--- src/rtl/lane_striper_pkg.sv ---
package lane_striper_pkg;

  localparam int unsigned GROUP  = 4;
  localparam int unsigned OS_LEN = 4;

  localparam logic [7:0] SYM_STP  = 8'hFB;
  localparam logic [7:0] SYM_SDP  = 8'h5C;
  localparam logic [7:0] SYM_END  = 8'hFD;
  localparam logic [7:0] SYM_EDB  = 8'hFE;
  localparam logic [7:0] SYM_PAD  = 8'hF7;
  localparam logic [7:0] SYM_COM  = 8'hBC;
  localparam logic [7:0] SYM_SKP  = 8'h1C;
  localparam logic [7:0] SYM_IDLE = 8'h00;

  typedef enum logic [2:0] {
    ST_IDLE,
    ST_DATA,
    ST_TAIL,
    ST_GAP,
    ST_OSET
  } stripe_state_e;

endpackage

--- src/rtl/lane_striper_ctrl.sv ---
module lane_striper_ctrl
  import lane_striper_pkg::*;
#(
  parameter int unsigned LANES = 8,
  localparam int unsigned POSW = $clog2(LANES)
) (
  input  logic            clk,
  input  logic            rst_n,
  input  logic [1:0]      lane_mode,
  input  logic            pkt_valid,
  input  logic [7:0]      pkt_data,
  input  logic            pkt_sop,
  input  logic            pkt_eop,
  input  logic            pkt_kind,
  input  logic            pkt_bad,
  input  logic            os_req,
  output logic            pkt_ready,
  output logic [POSW-1:0] last_pos,
  output logic            wr_en,
  output logic [POSW-1:0] wr_pos,
  output logic [7:0]      wr_sym,
  output logic            wr_k,
  output logic            wr_last,
  output logic            pad_fill,
  output logic            bc_en,
  output logic [7:0]      bc_sym,
  output logic            bc_k
);

  localparam int unsigned OSW = $clog2(OS_LEN);

  stripe_state_e   state, state_n;
  logic [POSW-1:0] pos, pos_n, pos_adv;
  logic [OSW-1:0]  os_cnt, os_cnt_n;
  logic            os_pend, os_pend_n;
  logic            bad_q, bad_n;

  always_comb begin
    case (lane_mode)
      2'd0:    last_pos = '0;
      2'd1:    last_pos = POSW'(GROUP - 1);
      default: last_pos = POSW'(LANES - 1);
    endcase
  end

  assign pos_adv   = (pos == last_pos) ? '0 : pos + 1'b1;
  assign wr_pos    = pos;
  assign wr_last   = (pos == last_pos);
  assign pkt_ready = (state == ST_DATA);

  always_comb begin
    state_n   = state;
    pos_n     = pos;
    os_cnt_n  = os_cnt;
    os_pend_n = os_pend | os_req;
    bad_n     = bad_q;
    wr_en     = 1'b0;
    wr_sym    = SYM_IDLE;
    wr_k      = 1'b0;
    pad_fill  = 1'b0;
    bc_en     = 1'b0;
    bc_sym    = SYM_IDLE;
    bc_k      = 1'b0;
    case (state)
      ST_IDLE: begin
        if (os_pend || os_req) begin
          bc_en     = 1'b1;
          bc_sym    = SYM_COM;
          bc_k      = 1'b1;
          os_cnt_n  = OSW'(1);
          os_pend_n = 1'b0;
          state_n   = ST_OSET;
        end else if (pkt_valid && pkt_sop) begin
          wr_en   = 1'b1;
          wr_sym  = pkt_kind ? SYM_SDP : SYM_STP;
          wr_k    = 1'b1;
          pos_n   = pos_adv;
          state_n = ST_DATA;
        end else begin
          bc_en = 1'b1;
        end
      end
      ST_DATA: begin
        if (pkt_valid) begin
          wr_en  = 1'b1;
          wr_sym = pkt_data;
          pos_n  = pos_adv;
          if (pkt_eop) begin
            bad_n   = pkt_bad;
            state_n = ST_TAIL;
          end
        end
      end
      ST_TAIL: begin
        wr_en   = 1'b1;
        wr_sym  = bad_q ? SYM_EDB : SYM_END;
        wr_k    = 1'b1;
        pos_n   = pos_adv;
        state_n = (pos == last_pos) ? ST_IDLE : ST_GAP;
      end
      ST_GAP: begin
        if (pkt_valid && pkt_sop) begin
          wr_en   = 1'b1;
          wr_sym  = pkt_kind ? SYM_SDP : SYM_STP;
          wr_k    = 1'b1;
          pos_n   = pos_adv;
          state_n = ST_DATA;
        end else begin
          pad_fill = 1'b1;
          pos_n    = '0;
          state_n  = ST_IDLE;
        end
      end
      ST_OSET: begin
        bc_en    = 1'b1;
        bc_sym   = SYM_SKP;
        bc_k     = 1'b1;
        os_cnt_n = os_cnt + 1'b1;
        if (os_cnt == OSW'(OS_LEN - 1)) state_n = ST_IDLE;
      end
      default: state_n = ST_IDLE;
    endcase
  end

  always_ff @(posedge clk or negedge rst_n) begin
    if (!rst_n) begin
      state   <= ST_IDLE;
      pos     <= '0;
      os_cnt  <= '0;
      os_pend <= 1'b0;
      bad_q   <= 1'b0;
    end else begin
      state   <= state_n;
      pos     <= pos_n;
      os_cnt  <= os_cnt_n;
      os_pend <= os_pend_n;
      bad_q   <= bad_n;
    end
  end

endmodule

--- src/rtl/lane_striper_row.sv ---
module lane_striper_row
  import lane_striper_pkg::*;
#(
  parameter int unsigned LANES = 8,
  localparam int unsigned POSW = $clog2(LANES)
) (
  input  logic               clk,
  input  logic               rst_n,
  input  logic [POSW-1:0]    last_pos,
  input  logic               wr_en,
  input  logic [POSW-1:0]    wr_pos,
  input  logic [7:0]         wr_sym,
  input  logic               wr_k,
  input  logic               wr_last,
  input  logic               pad_fill,
  input  logic               bc_en,
  input  logic [7:0]         bc_sym,
  input  logic               bc_k,
  output logic               row_vld,
  output logic [LANES*8-1:0] lane_data,
  output logic [LANES-1:0]   lane_k
);

  logic [LANES*8-1:0] buf_d, buf_d_n;
  logic [LANES-1:0]   buf_k, buf_k_n;
  logic               buf_en, emit;

  assign emit   = bc_en | pad_fill | (wr_en & wr_last);
  assign buf_en = bc_en | pad_fill | wr_en;

  always_comb begin
    buf_d_n = buf_d;
    buf_k_n = buf_k;
    for (int i = 0; i < int'(LANES); i++) begin
      if (wr_en && i == int'(wr_pos)) begin
        buf_d_n[i*8 +: 8] = wr_sym;
        buf_k_n[i]        = wr_k;
      end
      if (pad_fill && i >= int'(wr_pos) && i <= int'(last_pos)) begin
        buf_d_n[i*8 +: 8] = SYM_PAD;
        buf_k_n[i]        = 1'b1;
      end
      if (bc_en && i <= int'(last_pos)) begin
        buf_d_n[i*8 +: 8] = bc_sym;
        buf_k_n[i]        = bc_k;
      end
    end
  end

  always_ff @(posedge clk or negedge rst_n) begin
    if (!rst_n) begin
      buf_d <= '0;
      buf_k <= '0;
    end else if (buf_en) begin
      buf_d <= emit ? '0 : buf_d_n;
      buf_k <= emit ? '0 : buf_k_n;
    end
  end

  always_ff @(posedge clk or negedge rst_n) begin
    if (!rst_n) begin
      lane_data <= '0;
      lane_k    <= '0;
    end else if (emit) begin
      lane_data <= buf_d_n;
      lane_k    <= buf_k_n;
    end
  end

  always_ff @(posedge clk or negedge rst_n) begin
    if (!rst_n) row_vld <= 1'b0;
    else        row_vld <= emit;
  end

endmodule

--- src/rtl/lane_striper.sv ---
module lane_striper
  import lane_striper_pkg::*;
#(
  parameter int unsigned LANES = 8
) (
  input  logic               clk,
  input  logic               rst_n,
  input  logic [1:0]         lane_mode,
  input  logic               pkt_valid,
  output logic               pkt_ready,
  input  logic [7:0]         pkt_data,
  input  logic               pkt_sop,
  input  logic               pkt_eop,
  input  logic               pkt_kind,
  input  logic               pkt_bad,
  input  logic               os_req,
  output logic               row_vld,
  output logic [LANES*8-1:0] lane_data,
  output logic [LANES-1:0]   lane_k
);

  localparam int unsigned POSW = $clog2(LANES);

  logic [1:0]      rst_sync;
  logic            rst_int_n;
  logic [POSW-1:0] last_pos, wr_pos;
  logic            wr_en, wr_k, wr_last, pad_fill, bc_en, bc_k;
  logic [7:0]      wr_sym, bc_sym;

  always_ff @(posedge clk or negedge rst_n) begin
    if (!rst_n) rst_sync <= 2'b00;
    else        rst_sync <= {rst_sync[0], 1'b1};
  end
  assign rst_int_n = rst_sync[1];

  lane_striper_ctrl #(.LANES(LANES)) u_ctrl (
    .clk       (clk),
    .rst_n     (rst_int_n),
    .lane_mode (lane_mode),
    .pkt_valid (pkt_valid),
    .pkt_data  (pkt_data),
    .pkt_sop   (pkt_sop),
    .pkt_eop   (pkt_eop),
    .pkt_kind  (pkt_kind),
    .pkt_bad   (pkt_bad),
    .os_req    (os_req),
    .pkt_ready (pkt_ready),
    .last_pos  (last_pos),
    .wr_en     (wr_en),
    .wr_pos    (wr_pos),
    .wr_sym    (wr_sym),
    .wr_k      (wr_k),
    .wr_last   (wr_last),
    .pad_fill  (pad_fill),
    .bc_en     (bc_en),
    .bc_sym    (bc_sym),
    .bc_k      (bc_k)
  );

  lane_striper_row #(.LANES(LANES)) u_row (
    .clk       (clk),
    .rst_n     (rst_int_n),
    .last_pos  (last_pos),
    .wr_en     (wr_en),
    .wr_pos    (wr_pos),
    .wr_sym    (wr_sym),
    .wr_k      (wr_k),
    .wr_last   (wr_last),
    .pad_fill  (pad_fill),
    .bc_en     (bc_en),
    .bc_sym    (bc_sym),
    .bc_k      (bc_k),
    .row_vld   (row_vld),
    .lane_data (lane_data),
    .lane_k    (lane_k)
  );

endmodule

--- config.mk ---
export PLATFORM = sky130hd
export DESIGN_NAME = lane_striper
export DESIGN_NICKNAME = d
export VERILOG_FILES = /design/src/rtl/lane_striper_pkg.sv /design/src/rtl/lane_striper_ctrl.sv /design/src/rtl/lane_striper_row.sv /design/src/rtl/lane_striper.sv
export SDC_FILE = /design/constraint.sdc
export NUM_CORES = 1
export LEC_CHECK = 0
export BUFFER_PORTS_ARGS = -buffer_cell sky130_fd_sc_hd__buf_2
export CAP_MARGIN = 20
export CELL_PAD_IN_SITES_DETAIL_PLACEMENT = 0
export CELL_PAD_IN_SITES_GLOBAL_PLACEMENT = 1
export CORE_ASPECT_RATIO = 0.8
export CORE_MARGIN = 10
export CORE_UTILIZATION = 45
export CTS_CLUSTER_DIAMETER = 80
export CTS_CLUSTER_SIZE = 28
export DETAILED_ROUTE_END_ITERATION = 12
export PLACE_DENSITY = 0.83
export SYNTH_ARGS = -nofsm -noshare
export SYNTH_HDL_FRONTEND = slang
export SYNTH_SLANG_ARGS = --single-unit
--- constraint.sdc ---
create_clock -name clk -period 6.36 [get_ports clk]
set_clock_uncertainty 0.1 [all_clocks]
set_input_delay 1.272 -clock clk [delete_from_list [all_inputs] [get_ports clk]]
set_output_delay 1.272 -clock clk [all_outputs]
set_load 0.03 [all_outputs]
==> results by group, run 1 <==
Floorplan
  • Die W: approximately 160 um
  • Die H: 136 um
  • Die ar.: 22300 um^2
  • I/O pin count: ~90
  • Row Count: between 40 and 50
  • Initial Utilization: a little under half
  • CORE AREA: ~17000 um^2

Worst setup path
  • Type of the worst setup path: input port to flip-flop
  • Worst path cell trace: buf_2 > and4bb_2 > a2bb2oi_2 > a21boi_1 > o41ai_1 > a21oi_1 > mux2_2
  • Max stage delay cell, worst path: a2bb2oi_2
  • Max incr delay on CP: approximately 0.78 ns
  • Maximum fanout along the worst path: 14
  • CP Capture Type: flip-flop
  • CP startpoint kind: input port
  • Required time worst endpoint: 6.58 ns
  • Critical Path AT: between 3 and 4 ns

Layout
  • Final net count: approximately 860
  • Synth-to-layout area growth: 15.8%
  • Register Area: between 3000 and 4000 um^2
  • Util after Layout: a little over half
  • Footprint of the multi-input gates: 3320 um^2
  • Cell Count, Final, Fillers Out: 1065
  • Final Cell Area: around 8700 um^2
  • Share of post-route cells with drive strength above 1: about a fifth
  • # fillers: approximately 1500

Synthesis
  • Syn. warnings: 0
  • Mapped Cells: 755
  • Synth Net Count: 780
  • Syn Area/Cell: between 9 and 10 um^2
  • Unique masters post-synth: 64
  • Post-synthesis register bit count: 157
  • Most area-hungry cell type in the Yosys netlist: dfrtp_1
  • Sequential element share of the synthesized area: a little over half
  • Number of flops mapped to enable cells by yosys: 0
  • Synth async-reset ratio: between 90% and 100%
  • Ys flop type: dfrtp_1
  • Dominant cells by area after synthesis: dfrtp_1 (52%), nand2_1 (6.1%), o21ai_0 (5.7%), a22o_1 (5.6%), mux2_2 (2.8%)
  • Count leader, synth: dfrtp_1
  • Post-synth top area share: 52.2%
  • Most frequent cells after synthesis: dfrtp_1 (157), nand2_1 (123), o21ai_0 (85)
  • Post-Syn Area: 7520 um^2

Placement
  • Placed Area: around 8100 um^2
  • Placer Congestion: 0.955
  • DP Cell Count: around 1000
  • IO Port Bufs: 91
  • HPWL Detailed: about 15000 um

Global routing
  • Number of global-route vias before repair: 6301
  • Tot GR Track Use: 20.4%
  • First-pass GRT wire length: roughly 36000 um
  • Gr ovfl total: 0
  • Largest net degree at the start of global routing: between 80 and 90
  • Initial antenna violation count: 1

Clocking
  • CTS tree: built
  • Post-CTS Resized: 0
  • # clock sinks: 157
  • Clock buffer depth: 2
  • Setup bufs post-CTS: 0
  • H-tree depth: 4
  • Clock buffer count from CTS: 17
  • # hold bufs at CTS: 0
  • Clk pin slew, worst setup/hold paths: 0.06 ns
  • Later-pin clock latency in the skew report: approximately 0.43 ns
  • Root Driver: clkbuf_16

Timing
  • Period Utilization, post-route: 56.9%
  • Worst Tran Pin Value: approximately 1.1 ns
  • RSZ-0062 raised after global routing: false
  • Final min period: between 3 and 4 ns
  • Setup TNS: 0 ns
  • Max-slew headroom: between 20 and 30%
  • Setup violations, final: 0
  • Hold Violations, Final: 0
  • WHS: between 0.2 and 0.3 ns
  • Fmax achieved: 276 MHz
  • Final Max Slew Viols: 0

Status
  • Run status: finished, final reports clean

Routing
  • Vias: about 6500
  • Antenna Nets Post-Route: 0
  • Post-route DRC: 0
  • WL/cell: 21.3 um
  • Vias/cell: a little over 6
  • Detailed Routing Iterations Pass 1: 5
  • Initial DRC Count: between 500 and 600
  • Final WL: between 20000 and 25000 um

Flow run
  • Max-cap viol count: 0

Worst hold path
  • Hold crit path type: flip-flop to flip-flop

Pwr
  • Static Leak: just under 4 nW
  • Power per cell area: between 300 and 400 nW/um^2
  • VDD IR max: roughly 0.30 mV
[cells in the final DEF (no fill, tap or decap), types with 10 or more instances in the layout]
cell type	instances
o311ai_1	11
inv_1	13
o311ai_0	10
a22o_1	48
nand2_1	123
nand3_1	11
a211oi_1	13
buf_2	91
mux2_2	19
o21ai_0	84
dfrtp_1	156
clkbuf_16	17
a21oi_1	33
nor2_1	39
buf_4	11
nor3_1	16
[registers in the layout, summed over array words and instances (netlist names)]
register and cells:
u_row.buf_k 8, u_ctrl.state 3, u_ctrl.bad_q 1, u_row.lane_data 64, u_ctrl.os_cnt 2, u_row.lane_k 8, u_ctrl.os_pend 1, u_row.row_vld 1
u_row.buf_d 64, rst_sync 2, u_ctrl.wr_pos 3
[critical path, delay by kind of cell]
kind	cells	cell delay (ns)
AOI/OAI and AO/OA	4	1.78
muxes	1	0.30
and+or+nand+nor	1	0.29
buffers and inverters	1	0.18
[through the flow]
stage	setup slack, ns	total power, W
2_1_floorplan	1.56	0.00208
3_3_place_gp	2.53	0.00243
3_5_place_dp	2.43	0.00246
4_1_cts	2.87	0.00344
5_1_grt	2.61	0.00361
6_report	2.74	0.00343
[report_power, final]
group	internal, W	switching, W
Clock	0.000567	0.000412
Combinational	0.000330	0.000787
Sequential	0.00117	0.000163
[path summary, 6_finish.rpt]
path	to	from	cells after the start	slack (ns)
setup / recovery	u_row.lane_data[5]$_DFFE_PN0P_	pkt_valid	7	2.74
hold / removal	rst_sync[1]$_DFF_PN0_	rst_sync[0]$_DFF_PN0_	0	0.26
setup reg to reg	u_row.lane_data[5]$_DFFE_PN0P_	u_ctrl.state[2]$_DFFE_PN0P_	6	2.96
hold reg to reg	rst_sync[1]$_DFF_PN0_	rst_sync[0]$_DFF_PN0_	0	0.26
max in group asynchronous	u_row.lane_data[35]$_DFFE_PN0P_	rst_sync[1]$_DFF_PN0_	2	4.57
min in group asynchronous	u_row.lane_data[40]$_DFFE_PN0P_	rst_sync[1]$_DFF_PN0_	0	0.39
[per-layer routing]
metal | track usage [%] | vias to the layer above | share of wire, %
li1 | - | 2934 | -
met5 | 0 | - | 0
met4 | 8.25 | 0 | 2.6
met3 | 5.19 | 43 | 8.1
met1 | 28.1 | 3247 | 45
met2 | 30.1 | 283 | 45
[kinds of logic (layout without fill, tap and decap cells)]
logic type      after synthesis  after routing  share of synthesized area (%)
fa+ha+maj                     7              7                           1.16
buf+inv                      60            149                           3.84
flops                       157            157                           52.2
compound gates              280            280                           25.7
simple gates                227            227                           13.7
other cells                   1              2                         0.0498
mux                          23             23                           3.39
[cell type report]
class	instances	area share (%)
Sequential cell	157	45.1
Multi-Input combinational cell	538	38.1
Timing Repair Buffer	103	6.49
Clock buffer	22	5.44
Tap cell	220	3.16
Clock inverter	10	1.03
Inverter	14	0.603
Antenna cell	1	0.0287
Note: power is estimated with default switching activity, not from simulation.
==> run 2: changes to the inputs <==
==> constraint.sdc (replaced) <==
create_clock -name clk -period 3.7 [get_ports clk]
set_clock_uncertainty 0.1 [all_clocks]
set_input_delay 0.74 -clock clk [delete_from_list [all_inputs] [get_ports clk]]
set_output_delay 0.74 -clock clk [all_outputs]
set_load 0.03 [all_outputs]
==> run 2 against run 1 <==
Register-to-register slack worse by 2.3 ns. Largest cell class unchanged. Sequential share of layout area down 0.59 points. Flip-flop and latch count unchanged. Sequential power up 70%. Final cell count up 0.94%. Core utilization up 0.70 points.
==> results by group, run 2 (same netlist as run 1, synthesis figures left out) <==
Timing
  • Period Utilization, post-route: between 80% and 90%
  • Final Max Slew Viols: 0
  • Fmax achieved: between 300 and 400 MHz
  • Max-slew headroom: between 20 and 30%
  • RSZ-0062 raised after global routing: false
  • Hold Violations, Final: 0
  • Setup TNS: 0 ns
  • Worst Tran Pin Value: between 1 and 1.5 ns
  • WHS: between 0.2 and 0.3 ns
  • Final min period: between 3 and 4 ns
  • Setup violations, final: 0

Pwr
  • VDD IR max: around 0.38 mV
  • Psw: about 0.0024 W
  • Switching part of the total: about two fifths
  • Flop pwr share: around 38%
  • Logic pwr share: around a third
  • Power per cell area: between 600 and 700 nW/um^2
  • Int Power: between 0.003 and 0.004 W
  • Total Power: approximately 0.0060 W
  • Clock Power Share: between 20% and 30%
  • Static Leak: between 3 and 4 nW

Layout
  • Share of post-route cells with drive strength above 1: 22.2%
  • Final net count: a little under 900
  • Most common library cell in the layout ignoring fill and taps: dfrtp_1
  • Final Cell Area: just under 9000 um^2
  • Commonest non-fill, non-tap cells in the layout: dfrtp_1 (156), nand2_1 (123), buf_2 (91)
  • Register Area: around 3900 um^2
  • Top flop regs: u_row.buf_d (64), u_row.lane_data (64)
  • Synth-to-layout area growth: 17.3%
  • Util after Layout: 53.5%
  • # fillers: 1527
  • Diodes inserted: 0
  • Footprint of the multi-input gates: around 3300 um^2

Routing
  • Detailed Routing Iterations Pass 1: 5
  • Final WL: about 23000 um
  • Initial DRC Count: ~670
  • Post-route DRC: 0
  • Antenna Nets Post-Route: 0
  • WL/cell: between 20 and 25 um
  • Vias/cell: 6.09
  • Vias: 6550

Clocking
  • CTS tree: built
  • Clock buffer depth: 2
  • Clk pin slew, worst setup/hold paths: around 0.060 ns
  • # hold bufs at CTS: 1
  • # clock sinks: between 150 and 200
  • Root Driver: clkbuf_16
  • Clock buffer count from CTS: 17
  • Setup bufs post-CTS: 0
  • Post-CTS Resized: 0
  • H-tree depth: 4
  • Later-pin clock latency in the skew report: about 0.43 ns

Placement
  • HPWL Detailed: between 15000 and 20000 um
  • IO Port Bufs: between 90 and 100
  • Placed Area: 8230 um^2
  • Placer Congestion: 0.927

Floorplan
  • Row Count: 42
  • Die H: ~140 um
  • CORE AREA: 16500 um^2
  • Initial Utilization: a little under half
  • I/O pin count: 92
  • Die W: about 160 um
  • Die ar.: roughly 22000 um^2

Worst setup path
  • Required time worst endpoint: 3.88 ns
  • CP startpoint kind: flip-flop
  • CP Capture Type: flip-flop
  • Worst r2r src: u_ctrl.wr_pos[2]$_DFFE_PN0P_
  • Critical Path AT: approximately 3.2 ns
  • Worst Setup SP: u_ctrl.wr_pos[2]$_DFFE_PN0P_
  • Maximum fanout along the worst path: 13
  • Type of the worst setup path: flip-flop to flip-flop

Global routing
  • First-pass GRT wire length: about 37000 um
  • Largest net degree at the start of global routing: between 70 and 80
  • Tot GR Track Use: 20.9%
  • Initial antenna violation count: 1
  • Number of global-route vias before repair: approximately 6500
  • Gr ovfl total: 0

Worst hold path
  • Hold crit path type: flip-flop to async pin

Status
  • Run status: finished, final reports clean

Flow run
  • Max-cap viol count: 0
run 2: power groups by stage:
stage | Combinational, W | Clock, W | Sequential, W
floorplan | 0.000907 | 0 | 0.00267
finish | 0.00197 | 0.00179 | 0.00228
CTS | 0.00198 | 0.00181 | 0.00228
detailed placement | 0.00196 | 0 | 0.00231
global route | 0.00213 | 0.00187 | 0.00232
global placement | 0.00193 | 0 | 0.00229
run 2: worst paths after layout:
| kind | endpoint | slack [ns] | cells past startpoint |
|---|---|---|---|
| worst max register to register | u_row.buf_d[44]$_DFFE_PN0P_ | 0.68 | 5 |
| max in group asynchronous | u_row.lane_data[36]$_DFFE_PN0P_ | 2.30 | 1 |
| worst max-delay path | u_row.buf_d[44]$_DFFE_PN0P_ | 0.68 | 5 |
| worst min register to register | u_row.lane_data[0]$_DFFE_PN0P_ | 0.26 | 0 |
| min in group clk | rst_sync[1]$_DFF_PN0_ | 0.26 | 0 |
| worst min-delay path | u_row.lane_data[0]$_DFFE_PN0P_ | 0.26 | 0 |
run 2: layout make-up:
| class | instances | share of cell area, % |
|---|---|---|
| sequential | 157 | 44.5 |
| multi-input combinational | 538 | 37.6 |
| timing repair buffer | 114 | 7.43 |
| clock buffer | 20 | 5.06 |
| clock inverter | 12 | 1.64 |
| tap | 220 | 3.12 |
| inverter | 14 | 0.595 |
run 2: metal layers:
| metal | track usage (%) | part of all wire, % | vias up |
|---|---|---|---|
| li1 | - | - | 2954 |
| met1 | 28.3 | 44 | 3267 |
| met2 | 32.5 | 46 | 306 |
| met3 | 5.16 | 8.6 | 23 |
| met4 | 5.80 | 1.5 | 0 |
| met5 | 0 | 0 | - |
run 2: worst max-delay path, cell delays in order (launching register included):
cell       delay, ns
dfrtp_1         0.63
inv_1           0.23
o2111ai_1       0.61
nand2_1         0.32
o311ai_0        0.81
o21ai_0         0.17
run 2: through the flow:
step / setup slack (ns) / cells
floorplan: 1.00 / 755
global placement: 0.719 / 1042
detailed placement: 0.661 / 1042
CTS: 0.740 / 1075
global route: 0.579 / 1075
finish: 0.676 / 1075
